<file path="src/rtl/clkrst_pkg.sv">
// Package: bit positions and per-bit behaviour masks of the status flag register.
// Assumes an 8-bit register; bit order is fixed because software decodes it.
package clkrst_pkg;
    localparam int unsigned REG_W      = 8;
    localparam int unsigned BIT_TMR    = 7;
    localparam int unsigned BIT_POR    = 6;
    localparam int unsigned BIT_LVR    = 5;
    localparam int unsigned BIT_LCKCHG = 4;
    localparam int unsigned BIT_LCK    = 3;
    localparam int unsigned BIT_ILA    = 2;
    localparam int unsigned BIT_OSCCHG = 1;
    localparam int unsigned BIT_OSC    = 0;

    // Bits that are write-1-to-clear flags (the rest are live status).
    localparam logic [REG_W-1:0] FLAG_MASK = 8'b1111_0110;
    // Flags that survive the system reset (reset causes).
    localparam logic [REG_W-1:0] KEEP_MASK = 8'b0110_0100;
    // Value loaded by the power-on reset.
    localparam logic [REG_W-1:0] POR_VALUE = 8'b0100_0000;
    // Flags that can raise the interrupt request.
    localparam logic [REG_W-1:0] IRQ_MASK  = 8'b1001_0010;
endpackage

</file>
<file path="src/rtl/status_sync.sv">
// Module: two-flop synchroniser for a vector of independent slow levels.
// Assumes each bit is a quasi-static level; no bus coherency is implied.
module status_sync #(
    parameter int unsigned W = 2
) (
    input  logic         clk,
    input  logic         rst_n,
    input  logic [W-1:0] d,
    output logic [W-1:0] q
);
    logic [W-1:0] stage1;
    logic [W-1:0] stage2;

    // Two register stages per bit, cleared by the synchronous reset.
    always_ff @(posedge clk) begin
        if (!rst_n) begin
            stage1 <= '0;
            stage2 <= '0;
        end else begin
            stage1 <= d;
            stage2 <= stage1;
        end
    end

    assign q = stage2;
endmodule

</file>
<file path="src/rtl/change_detect.sv">
// Module: flags any transition of each bit of a synchronous level vector.
// Assumes the level is already synchronous; output is high for one cycle per change.
module change_detect #(
    parameter int unsigned W = 2
) (
    input  logic         clk,
    input  logic         rst_n,
    input  logic [W-1:0] level,
    output logic [W-1:0] chg
);
    logic [W-1:0] prev_q;

    // Remember last cycle's level so either edge can be seen.
    always_ff @(posedge clk) begin
        if (!rst_n) prev_q <= '0;
        else        prev_q <= level;
    end

    assign chg = level ^ prev_q;
endmodule

</file>
<file path="src/rtl/w1c_flag.sv">
// Module: one sticky flag, set by hardware, cleared by writing 1.
// Assumes set has priority over clear; KEEP selects survival of the system reset.
module w1c_flag #(
    parameter logic RST_VAL = 1'b0,
    parameter logic KEEP    = 1'b0
) (
    input  logic clk,
    input  logic por_n,
    input  logic rst_n,
    input  logic set,
    input  logic clr,
    output logic q
);
    // Power-on loads RST_VAL; system reset clears unless KEEP; set beats clear.
    always_ff @(posedge clk or negedge por_n) begin
        if (!por_n)                q <= RST_VAL;
        else if (!rst_n && !KEEP)  q <= 1'b0;
        else if (set)              q <= 1'b1;
        else if (clr)              q <= 1'b0;
    end
endmodule

</file>
<file path="src/rtl/clkrst_status_reg.sv">
// Module: status and interrupt flag register of the clock/reset/power unit.
// Assumes event pulses, full_stop_i and bus signals are synchronous to clk;
// pll_lock_i and osc_ok_i may be asynchronous and are synchronised here.
module clkrst_status_reg
    import clkrst_pkg::*;
#(
    parameter int unsigned POSTDIV_W = 5
) (
    input  logic                 clk,
    input  logic                 por_n,
    input  logic                 rst_n,
    input  logic                 reg_sel,
    input  logic                 reg_wr,
    input  logic [REG_W-1:0]     reg_wdata,
    output logic [REG_W-1:0]     reg_rdata,
    input  logic                 tmr_expire_i,
    input  logic                 lvr_event_i,
    input  logic                 ila_event_i,
    input  logic                 pll_lock_i,
    input  logic                 osc_ok_i,
    input  logic                 full_stop_i,
    input  logic                 tmr_ie_i,
    input  logic                 lock_ie_i,
    input  logic                 osc_ie_i,
    input  logic [POSTDIV_W-1:0] postdiv_i,
    output logic                 irq_o,
    output logic [POSTDIV_W:0]   pll_div_o
);
    localparam int unsigned   RATIO_W     = POSTDIV_W + 1;
    localparam int unsigned   NUM_STATUS  = 2;
    localparam logic [RATIO_W-1:0] UNLOCK_RATIO = RATIO_W'(4);

    logic [NUM_STATUS-1:0] st_sync;
    logic [NUM_STATUS-1:0] st_live;
    logic [NUM_STATUS-1:0] st_chg;
    logic                  lock_live;
    logic                  osc_live;
    logic [REG_W-1:0]      set_vec;
    logic [REG_W-1:0]      clr_vec;
    logic [REG_W-1:0]      en_vec;
    logic [REG_W-1:0]      flag_q;
    logic                  irq_q;

    status_sync #(.W(NUM_STATUS)) u_sync (
        .clk   (clk),
        .rst_n (rst_n),
        .d     ({pll_lock_i, osc_ok_i}),
        .q     (st_sync)
    );

    // Full stop mode forces the oscillator status low before edge detection.
    assign lock_live = st_sync[1];
    assign osc_live  = st_sync[0] & ~full_stop_i;
    assign st_live   = {lock_live, osc_live};

    change_detect #(.W(NUM_STATUS)) u_chg (
        .clk   (clk),
        .rst_n (rst_n),
        .level (st_live),
        .chg   (st_chg)
    );

    // Hardware set sources per bit position.
    always_comb begin
        set_vec             = '0;
        set_vec[BIT_TMR]    = tmr_expire_i;
        set_vec[BIT_LVR]    = lvr_event_i;
        set_vec[BIT_LCKCHG] = st_chg[1];
        set_vec[BIT_ILA]    = ila_event_i;
        set_vec[BIT_OSCCHG] = st_chg[0];
    end

    // Write-1 clears, ignored while the system reset is active.
    assign clr_vec = (reg_sel && reg_wr && rst_n) ? reg_wdata : '0;

    // One sticky flag per flag bit, live status for the other bits.
    for (genvar i = 0; i < REG_W; i++) begin : g_bit
        if (FLAG_MASK[i]) begin : g_flag
            w1c_flag #(
                .RST_VAL (POR_VALUE[i]),
                .KEEP    (KEEP_MASK[i])
            ) u_flag (
                .clk   (clk),
                .por_n (por_n),
                .rst_n (rst_n),
                .set   (set_vec[i]),
                .clr   (clr_vec[i]),
                .q     (flag_q[i])
            );
        end else if (i == BIT_LCK) begin : g_lock
            assign flag_q[i] = lock_live;
        end else begin : g_osc
            assign flag_q[i] = osc_live;
        end
    end

    assign reg_rdata = flag_q;

    // Enable bits aligned with the flags they gate.
    always_comb begin
        en_vec             = '0;
        en_vec[BIT_TMR]    = tmr_ie_i;
        en_vec[BIT_LCKCHG] = lock_ie_i;
        en_vec[BIT_OSCCHG] = osc_ie_i;
    end

    // Registered interrupt request, free of combinational glitches.
    always_ff @(posedge clk) begin
        if (!rst_n) irq_q <= 1'b0;
        else        irq_q <= |(flag_q & en_vec & IRQ_MASK);
    end

    assign irq_o = irq_q;

    // Divide ratio: fixed 4 until lock, then post-divider plus one.
    assign pll_div_o = lock_live ? (RATIO_W'(postdiv_i) + RATIO_W'(1)) : UNLOCK_RATIO;
endmodule

</file>
<file path="config.mk">
export PLATFORM = sky130hd
export DESIGN_NAME = clkrst_status_reg
export DESIGN_NICKNAME = d
export VERILOG_FILES = /design/src/rtl/clkrst_pkg.sv /design/src/rtl/status_sync.sv /design/src/rtl/change_detect.sv /design/src/rtl/w1c_flag.sv /design/src/rtl/clkrst_status_reg.sv
export SDC_FILE = /design/constraint.sdc
export NUM_CORES = 1
export LEC_CHECK = 0
export BUFFER_PORTS_ARGS = -buffer_cell sky130_fd_sc_hd__buf_4
export CAP_MARGIN = 10
export CORE_MARGIN = 3
export CORE_UTILIZATION = 42
export CTS_CLUSTER_SIZE = 40
export DETAILED_ROUTE_END_ITERATION = 6
export GPL_ROUTABILITY_DRIVEN = 0
export HOLD_SLACK_MARGIN = 0.1
export PLACE_DENSITY = 0.81
export SETUP_SLACK_MARGIN = 0.05
export SYNTH_ARGS = -nofsm -noshare
export SYNTH_HDL_FRONTEND = slang
export SYNTH_HIERARCHICAL = 1
export SYNTH_SLANG_ARGS = --single-unit
</file>
<file path="constraint.sdc">
create_clock -name clk -period 2.2 [get_ports clk]
set_input_delay 0.44 -clock clk [delete_from_list [all_inputs] [get_ports clk]]
set_output_delay 0.44 -clock clk [all_outputs]
set_load 0.1 [all_outputs]
</file>
# Word-level counts from Yosys, hierarchy flattened
# Index checks and enable logic that the tools add are counted.
word_totals:
  mem_count: 0
  wordCells: 38
  latchBits: 0
  output_inout_bits: 15
  ram_bits: 0
  ff_bits: 13
  mem_bits_ro: 0
  in_bits: 27
classes:
  mux: 15
  n_reduce_logical: 5
  div_mod_pow: 0
  n_eq_ne: 3
  shifts: 0
  multipliers: 0
  bitwise_logic: 4
  n_lt_le_gt_ge: 0
  addsub: 1
op_table:
  columns: ["cell", "n"]
  rows:
  - ["$mux W1", 13]
  - ["$ne A3 B1 Y1 const B", 3]
  - ["$and A8 B8 Y8", 1]
  - ["$mux W8", 1]
  - ["$add A5 B1 Y6 const B", 1]
  - ["$mux W6", 1]
  - ["$reduce_bool A2 Y1", 2]
  - ["$reduce_or A3 Y1", 1]
  - ["$logic_and A1 B1 Y1", 2]
  - ["$xor A2 B2 Y2", 1]
  - ["$and A1 B1 Y1", 1]
  - ["$not A1 Y1", 1]

# Logic depth before layout (Yosys ltp)
# Gate-level depths: netlist of run 1.
depth:
  depth_word: 6
  ltp_mapped: 4
  mapped_depth_nobuf: 4

# Modules after synthesis
# The synthesis of run 1 kept the hierarchy.
modules_own_cells:
  columns: ["mod", "seq_area_each_um2", "cells_each", "area_per_inst_um2", "n_inst"]
  rows:
  - ["clkrst_status_reg", 20.0, 28, 200.2, 1]
  - ["w1c_flag at g_bit[1].g_flag.u_flag ...", 25.0, 3, 46.3, 3]
  - ["status_sync", 80.1, 8, 105.1, 1]
  - ["w1c_flag at g_bit[2].g_flag.u_flag ...", 25.0, 3, 36.3, 2]
  - ["change_detect", 40.0, 6, 71.3, 1]
  - ["w1c_flag at g_bit[6].g_flag.u_flag", 26.3, 3, 37.5, 1]

# Worst setup path before layout of run 1
# OpenSTA, ideal clock, no wires.
synth_path:
  kind: "register to output"
  from: "reg u_sync.stage2[1] (netlist: u_sync/q[1])"
  to: "out pll_div_o[4]"
  arrival_ns: 2.806
  required_ns: 1.760
  path_buffers: 0
  path_slack_ns: -1.046
  path_stages_with_launch: 3
  cell_sequence: "dfxtp_1 nand2_1 mux2i_1"
synth_between:
  elab_chain_len: 1
synth_rtl:
  columns: ["element", "line", "rtl"]
  rows:
  - ["start, declared", "status_sync.sv:12", "logic [W-1:0] stage2;"]
  - ["start signal, assigned", "status_sync.sv:21", "stage2 <= stage1;"]
  - ["$mux W6", "clkrst_status_reg.sv:116", "assign pll_div_o = lock_live ? (RATIO_W'(postdiv_i) + RATIO_W'(1)) : UNLOCK_RATIO;"]
  - ["end, declared", "clkrst_status_reg.sv:27", "output logic [POSTDIV_W:0] pll_div_o"]
# No other way between the ends.

# Worst setup path in the final report of run 1
layout_path:
  from: "in postdiv_i[0]"
  to: "out pll_div_o[4]"
layout_between:
  elab_chain_len: 2
layout_rtl:
  columns: ["element", "line", "rtl"]
  rows:
  - ["start, declared", "clkrst_status_reg.sv:25", "input logic [POSTDIV_W-1:0] postdiv_i,"]
  - ["$add A5 B1 Y6", "clkrst_status_reg.sv:116", null]
  - ["$mux W6", "clkrst_status_reg.sv:116", null]
# No other way between the ends.

==> results of run 1 <==
through the flow:
step | hold slack, ns | area, sq um | power, uW
finish | 0.344 | 1010 | 569
global route | 0.318 | 1010 | 602
CTS | 0.333 | 1010 | 579
detailed placement | 0.257 | 971 | 434
global placement | 0.253 | 971 | 431
floorplan | 0.144 | 667 | 372
power by group through the flow:
stage                     sequential [uW]  combinational [uW]  clock [uW]
after floorplan                       313                59.0           0
after global placement                260                 171           0
after detailed placement              260                 173           0
after CTS                             255                 175         149
after global routing                  256                 182         164
final                                 255                 174         141
cell usage after synthesis:
cell      number
a222oi_1       1
nor2b_4        3
dfrtp_1        5
nor2_1         1
nand2_1        3
inv_1          3
nand2b_1       2
and2_1        12
a21o_1         3
nor2b_1        3
buf_4          1
mux2i_1        2
xnor2_1        1
and3_4         1
xor2_1         2
o21a_1         3
and2_2         1
dfxtp_1        7
conb_1         1
dfstp_2        1
ha_1           1
nand3_1        2
nand4_1        1
kinds of logic (layout without fill, tap and decap cells):
logic type / count (synthesis) / after routing / synth area share [%]
buffers and inverters: 4 / 47 / 3.00
muxes: 2 / 2 / 3.20
and+or+nand+nor: 29 / 29 / 31.6
xor gates and xnor gates: 3 / 3 / 4.20
AOI/OAI and AO/OA: 7 / 7 / 8.80
DFF: 13 / 13 / 46.6
other: 1 / 1 / 0.599
adders and majority gates: 1 / 1 / 2.00
repair_timing:
| item | in CTS | in global routing |
|---|---|---|
| hold buffers | 1 | 0 |
| endpoints found under the hold margin | 5 | 0 |
| endpoints found under the setup margin | 0 | 0 |
cell usage in the layout, fill, tap and decap left out:
cell	count
nor2b_1	2
nor2b_4	4
dfxtp_2	1
nand2b_1	2
dfrtp_1	5
a222oi_1	1
dfxtp_1	6
clkbuf_1	1
clkbuf_4	3
mux2i_4	2
ha_1	1
conb_1	1
buf_4	39
nand3_1	2
and3_4	1
and2_1	12
and2_2	1
o21a_1	3
dfstp_2	1
xor2_1	2
nand2_1	3
nor2_4	1
a21o_1	3
inv_1	3
xnor2_1	1
nand4_1	1
dlygate4sd3_1	1
flip-flops by register name, summed over array words and instances, names as in the netlist:
signal	flops
u_sync/q	2
g_bit.g_flag.u_flag/q	6
irq_o	1
u_sync/stage1	2
u_chg/prev_q	2
critical path: stages:
cell	delay (ns)
buf_4	0.13
ha_1	0.22
nand3_1	0.16
mux2i_4	0.23
buf_4	0.30
how the worst max path moves through the flow:
stage,to,from,slack [ns],cells after the start
floorplan,pll_div_o[4],u_sync/q[1]$_SDFF_PN0_,0.15,2
global placement,pll_div_o[4],postdiv_i[0],0.29,5
detailed placement,pll_div_o[4],postdiv_i[0],0.26,5
CTS,pll_div_o[4],postdiv_i[0],0.26,5
global route,pll_div_o[4],postdiv_i[0],0.22,5
finish,pll_div_o[4],postdiv_i[0],0.27,5
area by class of cell:
| class | count | area (sq um) |
|---|---|---|
| multi-input combinational | 43 | 355 |
| fill | 101 | 343 |
| timing repair buffer | 40 | 303 |
| sequential | 13 | 293 |
| clock buffer | 4 | 26.3 |
| tap | 15 | 18.8 |
| inverter | 3 | 11.3 |
routing by layer:
metal	vias to the layer above	global-route usage (%)	wire [um]	share of wire, %
li1	281	-	-	-
met1	242	15.8	535	39
met2	18	26.6	734	53
met3	0	7.32	108	7.8
met4	0	3.61	0	0
met5	-	0	0	0
==> load_flow_metrics.sql, run 1 <==
INSERT INTO impl_metrics (metric_group, metric, value, unit) VALUES
('outcome', 'status', 'finished, final reports clean', ''),
('cells_and_area', 'antenna-diode-count', '0', ''),
('cells_and_area', 'drive_above_1_share', '51.5', '%'),
('grt', 'overflow', '0', ''),
('power_and_ir_drop', 'p_per_cell_area', '565', 'nW/um^2'),
('die', 'num_rows', '13', ''),
('synth', 'ys_seq_area_share', '46.6', '%'),
('power_and_ir_drop', 'power_leakage', '0.000472', 'uW'),
('job', 'cap_violations', '0', ''),
('placed_design', 'pre_cts_ws', '0.264', 'ns'),
('route', 'post-route-drc-count', '0', ''),
('power_and_ir_drop', 'seq_power_share', '44.8', '%'),
('worst_setup_path', 'worst_r2r_endpoint', 'g_bit[1].g_flag.u_flag/q$_DFFE_PN0P_', ''),
('timing', 'final_max_slew_viol_count', '0', ''),
('timing', 'hold_viol', '0', ''),
('route', 'drtPass1Iterations', '4', ''),
('die', 'initial_standard_cell_utilization_of_the_core', '46.3', '%'),
('power_and_ir_drop', 'comb_pwr_share', '30.5', '%'),
('synth', 'synth.net_count', '88', ''),
('route', 'routed_via_density', '4.58', ''),
('worst_setup_path', 'worst-r2r-cell-count', '3', ''),
('clock_network', 'ctsRootBufferMaster', 'clkbuf_4', ''),
('timing', 'setup_viol_count_final', '0', ''),
('worst_setup_path', 'largest_fanout_on_the_critical_path', '4', ''),
('power_and_ir_drop', 'netSwitchingFraction', '32.8', '%'),
('clock_network', 'clk_latency', '0.27', 'ns'),
('synth', 'netlist.area_leader.share', '22.4', '%'),
('clock_network', 'cts_num_sinks', '13', ''),
('placed_design', 'placement.io_buffers', '39', ''),
('power_and_ir_drop', 'clock_power_share', '24.7', '%'),
('synth', 'syn-mean-instance-area', '10.4', 'sq um'),
('synth', 'synth.distinct_cells', '23', ''),
('route', 'routedWlPerCell', '11.7', 'um'),
('worst_setup_path', 'worstPathRequired', '1.76', 'ns'),
('hold_path', 'min_path_type', 'input pin to register', ''),
('clock_network', 'postCtsSetupBuffers', '0', ''),
('worst_setup_path', 'critical_path_arrival', '1.49', 'ns'),
('worst_setup_path', 'crit_path_end_kind', 'output pin', ''),
('timing', 'rsz0062_at_grt', 'no', ''),
('cells_and_area', 'layout-area-overhead-vs-synth', '61.0', '%'),
('power_and_ir_drop', 'internal-power', '383', 'uW'),
('die', 'die_y_extent', '44.6', 'um'),
('clock_network', 'clock_tree.htree_level_count', '1', ''),
('route', 'final_antenna_net_count', '0', ''),
('clock_network', 'tritoncts', 'built', ''),
('cells_and_area', 'final_util', '74.6', '%'),
('grt', 'grt.total_usage', '15.1', '%'),
('cells_and_area', 'fin_nets', '132', ''),
('cells_and_area', 'fin_cells', '118', ''),
('synth', 'synthesis.area', '626', 'sq um'),
('clock_network', 'cts.path.max_buffers', '2', ''),
('grt', 'antenna_found_initial', '0', ''),
('hold_path', 'hold_end', 'g_bit[2].g_flag.u_flag/q$_DFFE_PN0P_', ''),
('power_and_ir_drop', 'power.ir.vdd_worst', '496', 'uV'),
('placed_design', 'post-dp-hpwl', '1150', 'um'),
('grt', 'grt_pass1_wl', '2140', 'um'),
('synth', 'synth_seq_cells', '13', ''),
('die', 'dieArea', '1990', 'sq um'),
('power_and_ir_drop', 'netSwitchingPower', '186', 'uW'),
('timing', 'final_min_period_over_clock_period', '87.7', '%'),
('hold_path', 'min-delay-start', 'ila_event_i', ''),
('synth', 'syn_inst', '60', ''),
('worst_setup_path', 'ff2ff_setup_slack', '1.24', 'ns'),
('route', 'drt-initial-drc-count', '5', ''),
('timing', 'final.setup.worst_slack', '0.270', 'ns'),
('timing', 'max_clock_freq', '0.518', 'GHz'),
('placed_design', 'dpl.cell_count', '113', ''),
('die', 'fp.dieW', '44.6', 'um'),
('die', 'boundaryPins', '42', ''),
('timing', 'setup_total_negative_slack', '0', 'ns'),
('synth', 'netlist.top_cell.by_area', 'dfxtp_1', '');
Note: power is estimated with default switching activity, not from simulation.
==> inputs of run 2 (changes only) <==
ABC_AREA = 1   (was not set)
CORE_UTILIZATION = 44   (was 42)
PLACE_DENSITY = 0.82   (was 0.81)
==> run 2 against run 1 <==
Against the previous run: critical path depth increased by 1; worst setup slack better by 0.13 ns; routed wire length up 16%; largest power group unchanged; clock skew shrank 0.0048 ns; total power grew 1.6%; final area is 4.6% higher; first-iteration DRC count is 120% higher; core utilization rose by 1.6 points.
==> load_flow_metrics.sql, run 2 <==
INSERT INTO impl_metrics (metric_group, metric, value, unit) VALUES
('outcome', 'status', 'finished, final reports clean', ''),
('clock_network', 'numCtsBuffers', '3', ''),
('synth', 'netlist.top_cell.by_area', 'inv_1', ''),
('clock_network', 'tritoncts', 'built', ''),
('synth', 'synth_most_common_cell', 'inv_1', ''),
('worst_setup_path', 'crit_path_end_kind', 'output pin', ''),
('cells_and_area', 'fin_nets', '180', ''),
('hold_path', 'min_delay_path_depth', '3', ''),
('cells_and_area', 'seq_area', '293', 'sq um'),
('timing', 'final.setup.worst_slack', '0.403', 'ns'),
('synth', 'synth_top_family_by_area', 'simple AND/OR/NAND/NOR gates', ''),
('power_and_ir_drop', 'totalPowerFinal', '578', 'uW'),
('synth', 'netlist_top_cells_count', 'inv_1, nand2_1, nor2_1', ''),
('cells_and_area', 'regMostFlops', 'g_bit.g_flag.u_flag/q', ''),
('cells_and_area', 'layout-area-overhead-vs-synth', '53.1', '%'),
('synth', 'yosys_warnings', '6', ''),
('grt', 'grt_max_degree', '12', ''),
('worst_setup_path', 'worst-r2r-cell-count', '7', ''),
('clock_network', 'cts.reportedPaths.clkPinSlew', '0.08', 'ns'),
('die', 'fp.dieW', '45.5', 'um'),
('synth', 'synthesis.area', '688', 'sq um'),
('synth', 'synth_area_leaders', 'inv_1, dfxtp_1, dfrtp_1', ''),
('placed_design', 'dpl-instance-area', '1020', 'sq um'),
('die', 'dieArea', '2070', 'sq um'),
('worst_setup_path', 'critical_path_arrival', '1.36', 'ns'),
('synth', 'share_of_cell_area_taken_by_muxes_after_synthesis', '0', '%'),
('placed_design', 'placement.io_buffers', '39', ''),
('route', 'route.vias.total', '707', ''),
('timing', 'hold_viol', '0', ''),
('power_and_ir_drop', 'p_per_cell_area', '549', 'nW/um^2'),
('route', 'drt-initial-drc-count', '11', ''),
('die', 'num_rows', '13', ''),
('synth', 'synth_compound_gate_area_share', '4.55', '%'),
('placed_design', 'post-dp-hpwl', '1290', 'um'),
('synth', 'synth_top_flop_cell', 'dfxtp_1', ''),
('placed_design', 'pre_cts_ws', '0.399', 'ns'),
('clock_network', 'ctsRootBufferMaster', 'clkbuf_4', ''),
('worst_setup_path', 'worst_setup_path_endpoint', 'pll_div_o[4]', ''),
('grt', 'overflow', '0', ''),
('worst_setup_path', 'critical_path_top_delay_cell', 'buf_4', ''),
('synth', 'yosys.area_share.xor_xnor', '0', '%'),
('worst_setup_path', 'worstPathRequired', '1.76', 'ns'),
('power_and_ir_drop', 'power_leakage', '0.000641', 'uW'),
('die', 'core', '1380', 'sq um'),
('route', 'routed_via_density', '4.26', ''),
('cells_and_area', 'layout.cells.most_common_list', 'buf_4, inv_1, nand2_1', ''),
('synth', 'synth_adder_area_share', '1.82', '%'),
('worst_setup_path', 'largest_incremental_delay_on_the_critical_path', '0.29', 'ns'),
('timing', 'min_tclk_post_route', '1.80', 'ns'),
('route', 'final_antenna_net_count', '0', ''),
('worst_setup_path', 'critical_path.cell_chain', 'buf_4 -> ha_1 -> nand3_1 -> nor2_1 -> nor2_2 -> buf_4', ''),
('timing', 'max_clock_freq', '0.557', 'GHz'),
('cells_and_area', 'final_util', '76.2', '%'),
('cells_and_area', 'area_occupied_by_multi_input_gates', '269', 'sq um'),
('worst_setup_path', 'ff2ff_setup_slack', '1.30', 'ns'),
('die', 'initial_standard_cell_utilization_of_the_core', '49.8', '%'),
('timing', 'setup_total_negative_slack', '0', 'ns'),
('synth', 'syn_inst', '108', ''),
('worst_setup_path', 'timing.critical_path.from', 'postdiv_i[0]', ''),
('grt', 'antenna_found_initial', '0', ''),
('worst_setup_path', 'crit_path_frequent_cell', 'buf_4', ''),
('die', 'boundaryPins', '42', ''),
('timing', 'worst_clock_skew', '0.00243', 'ns'),
('clock_network', 'clk_latency', '0.28', 'ns'),
('power_and_ir_drop', 'power.ir.vdd_worst', '413', 'uV'),
('clock_network', 'cts_num_sinks', '13', ''),
('die', 'die_y_extent', '45.5', 'um'),
('synth', 'synth.net_count', '136', ''),
('synth', 'netlist.area_leader.share', '20.7', '%'),
('synth', 'synth_seq_cells', '13', ''),
('hold_path', 'min_path_type', 'input pin to register', ''),
('clock_network', 'clock_tree.htree_level_count', '1', ''),
('clock_network', 'cts.path.max_buffers', '2', ''),
('grt', 'first_global_vias', '679', ''),
('worst_setup_path', 'timing.setup.critical_path_class', 'input pin to output pin', ''),
('synth', 'synth_edf_count', '0', ''),
('grt', 'grt.total_usage', '17.9', '%'),
('timing', 'setup_viol_count_final', '0', ''),
('route', 'routedWlPerCell', '9.62', 'um'),
('grt', 'grt_pass1_wl', '2650', 'um'),
('synth', 'syn-mean-instance-area', '6.37', 'sq um'),
('cells_and_area', 'final_common_cell', 'buf_4', ''),
('worst_setup_path', 'setup.worst_path.start_class', 'input pin', ''),
('route', 'post-route-drc-count', '0', ''),
('synth', 'ys_seq_area_share', '42.4', '%'),
('synth', 'synth.distinct_cells', '14', ''),
('worst_setup_path', 'worst_r2r_endpoint', 'g_bit[1].g_flag.u_flag/q$_DFFE_PN0P_', ''),
('cells_and_area', 'antenna-diode-count', '0', ''),
('synth', 'yosys.area_share.simple', '28.9', '%'),
('worst_setup_path', 'largest_fanout_on_the_critical_path', '3', ''),
('route', 'drtPass1Iterations', '4', ''),
('timing', 'rsz0062_at_grt', 'no', ''),
('route', 'drt-total-wl', '1600', 'um'),
('job', 'cap_violations', '0', ''),
('synth', 'synth-async-reset-ratio', '46.2', '%'),
('timing', 'final_min_period_over_clock_period', '81.7', '%'),
('timing', 'final_max_slew_viol_count', '0', ''),
('cells_and_area', 'number_of_flip_flops_under_the_largest_register_name', '6', ''),
('cells_and_area', 'design_area', '1050', 'sq um'),
('cells_and_area', 'fill_cells', '115', ''),
('cells_and_area', 'drive_above_1_share', '35.8', '%'),
('worst_setup_path', 'rr_startpoint', 'u_sync/q[0]$_SDFF_PN0_', '');
[run 2: changes by cell type in the layout (fill, tap and decap cells not counted), sizes merged, moves of 6 or more]
| cell | delta |
|---|---|
| and2 | -13 |
| inv | +35 |
| nor2b | -6 |
| nor2 | +12 |
| nand2 | +29 |
[run 2: worst min-delay path by stage]
stage / startpoint / to
2_1_floorplan: por_n / g_bit[1].g_flag.u_flag/q$_DFFE_PN0P_
3_3_place_gp: por_n / g_bit[2].g_flag.u_flag/q$_DFFE_PN0P_
3_5_place_dp: por_n / g_bit[2].g_flag.u_flag/q$_DFFE_PN0P_
4_1_cts: osc_ok_i / u_sync/stage1[0]$_SDFF_PN0_
5_1_grt: pll_lock_i / u_sync/stage1[1]$_SDFF_PN0_
6_report: osc_ok_i / u_sync/stage1[0]$_SDFF_PN0_
[run 2: final cells by class]
cell class	count	area share [%]
inverter	38	13.5
sequential	13	27.8
timing repair buffer	40	28.7
clock inverter	1	0.475
multi-input combinational	56	25.5
tap	15	1.78
clock buffer	3	2.14
[run 2: kinds of logic after synthesis]
kind of cell | count (synthesis)
simple gates | 50
flops | 13
buf+inv | 39
fa+ha+maj | 1
other cells | 1
compound gates | 4
[run 2: power by group]
part	switching (uW)	internal, uW
registers	6.92	248
clock network	81.7	67.4
logic	118	56.2
total	207	372
[run 2: metal layers]
layer  GRT usage [%]  vias to the layer above  wire length (um)
met5               0                        -                 0
met4            3.51                        0                 6
met3            7.91                        2               172
met2            31.8                       25               792
met1            19.6                      301               626
li1                -                      379                 -
[run 2: critical path, delay by kind of cell]
kind | cells | cell delay, ns
fa+ha+maj | 1 | 0.22
simple gates | 3 | 0.27
buf+inv | 2 | 0.41
[run 2: what timing repair did]
item | 4_1_cts | 5_1_grt
buffers inserted | 0 | 0
endpoints found under the hold margin | 5 | 0
hold buffers | 1 | 0
gates resized for setup | 0 | 0
[run 2: metrics by stage]
step | cells | hold WS (ns)
after floorplan | 108 | 0.144
after global placement | 161 | 0.252
after detailed placement | 161 | 0.256
after CTS | 166 | 0.336
after global routing | 166 | 0.336
final | 166 | 0.343
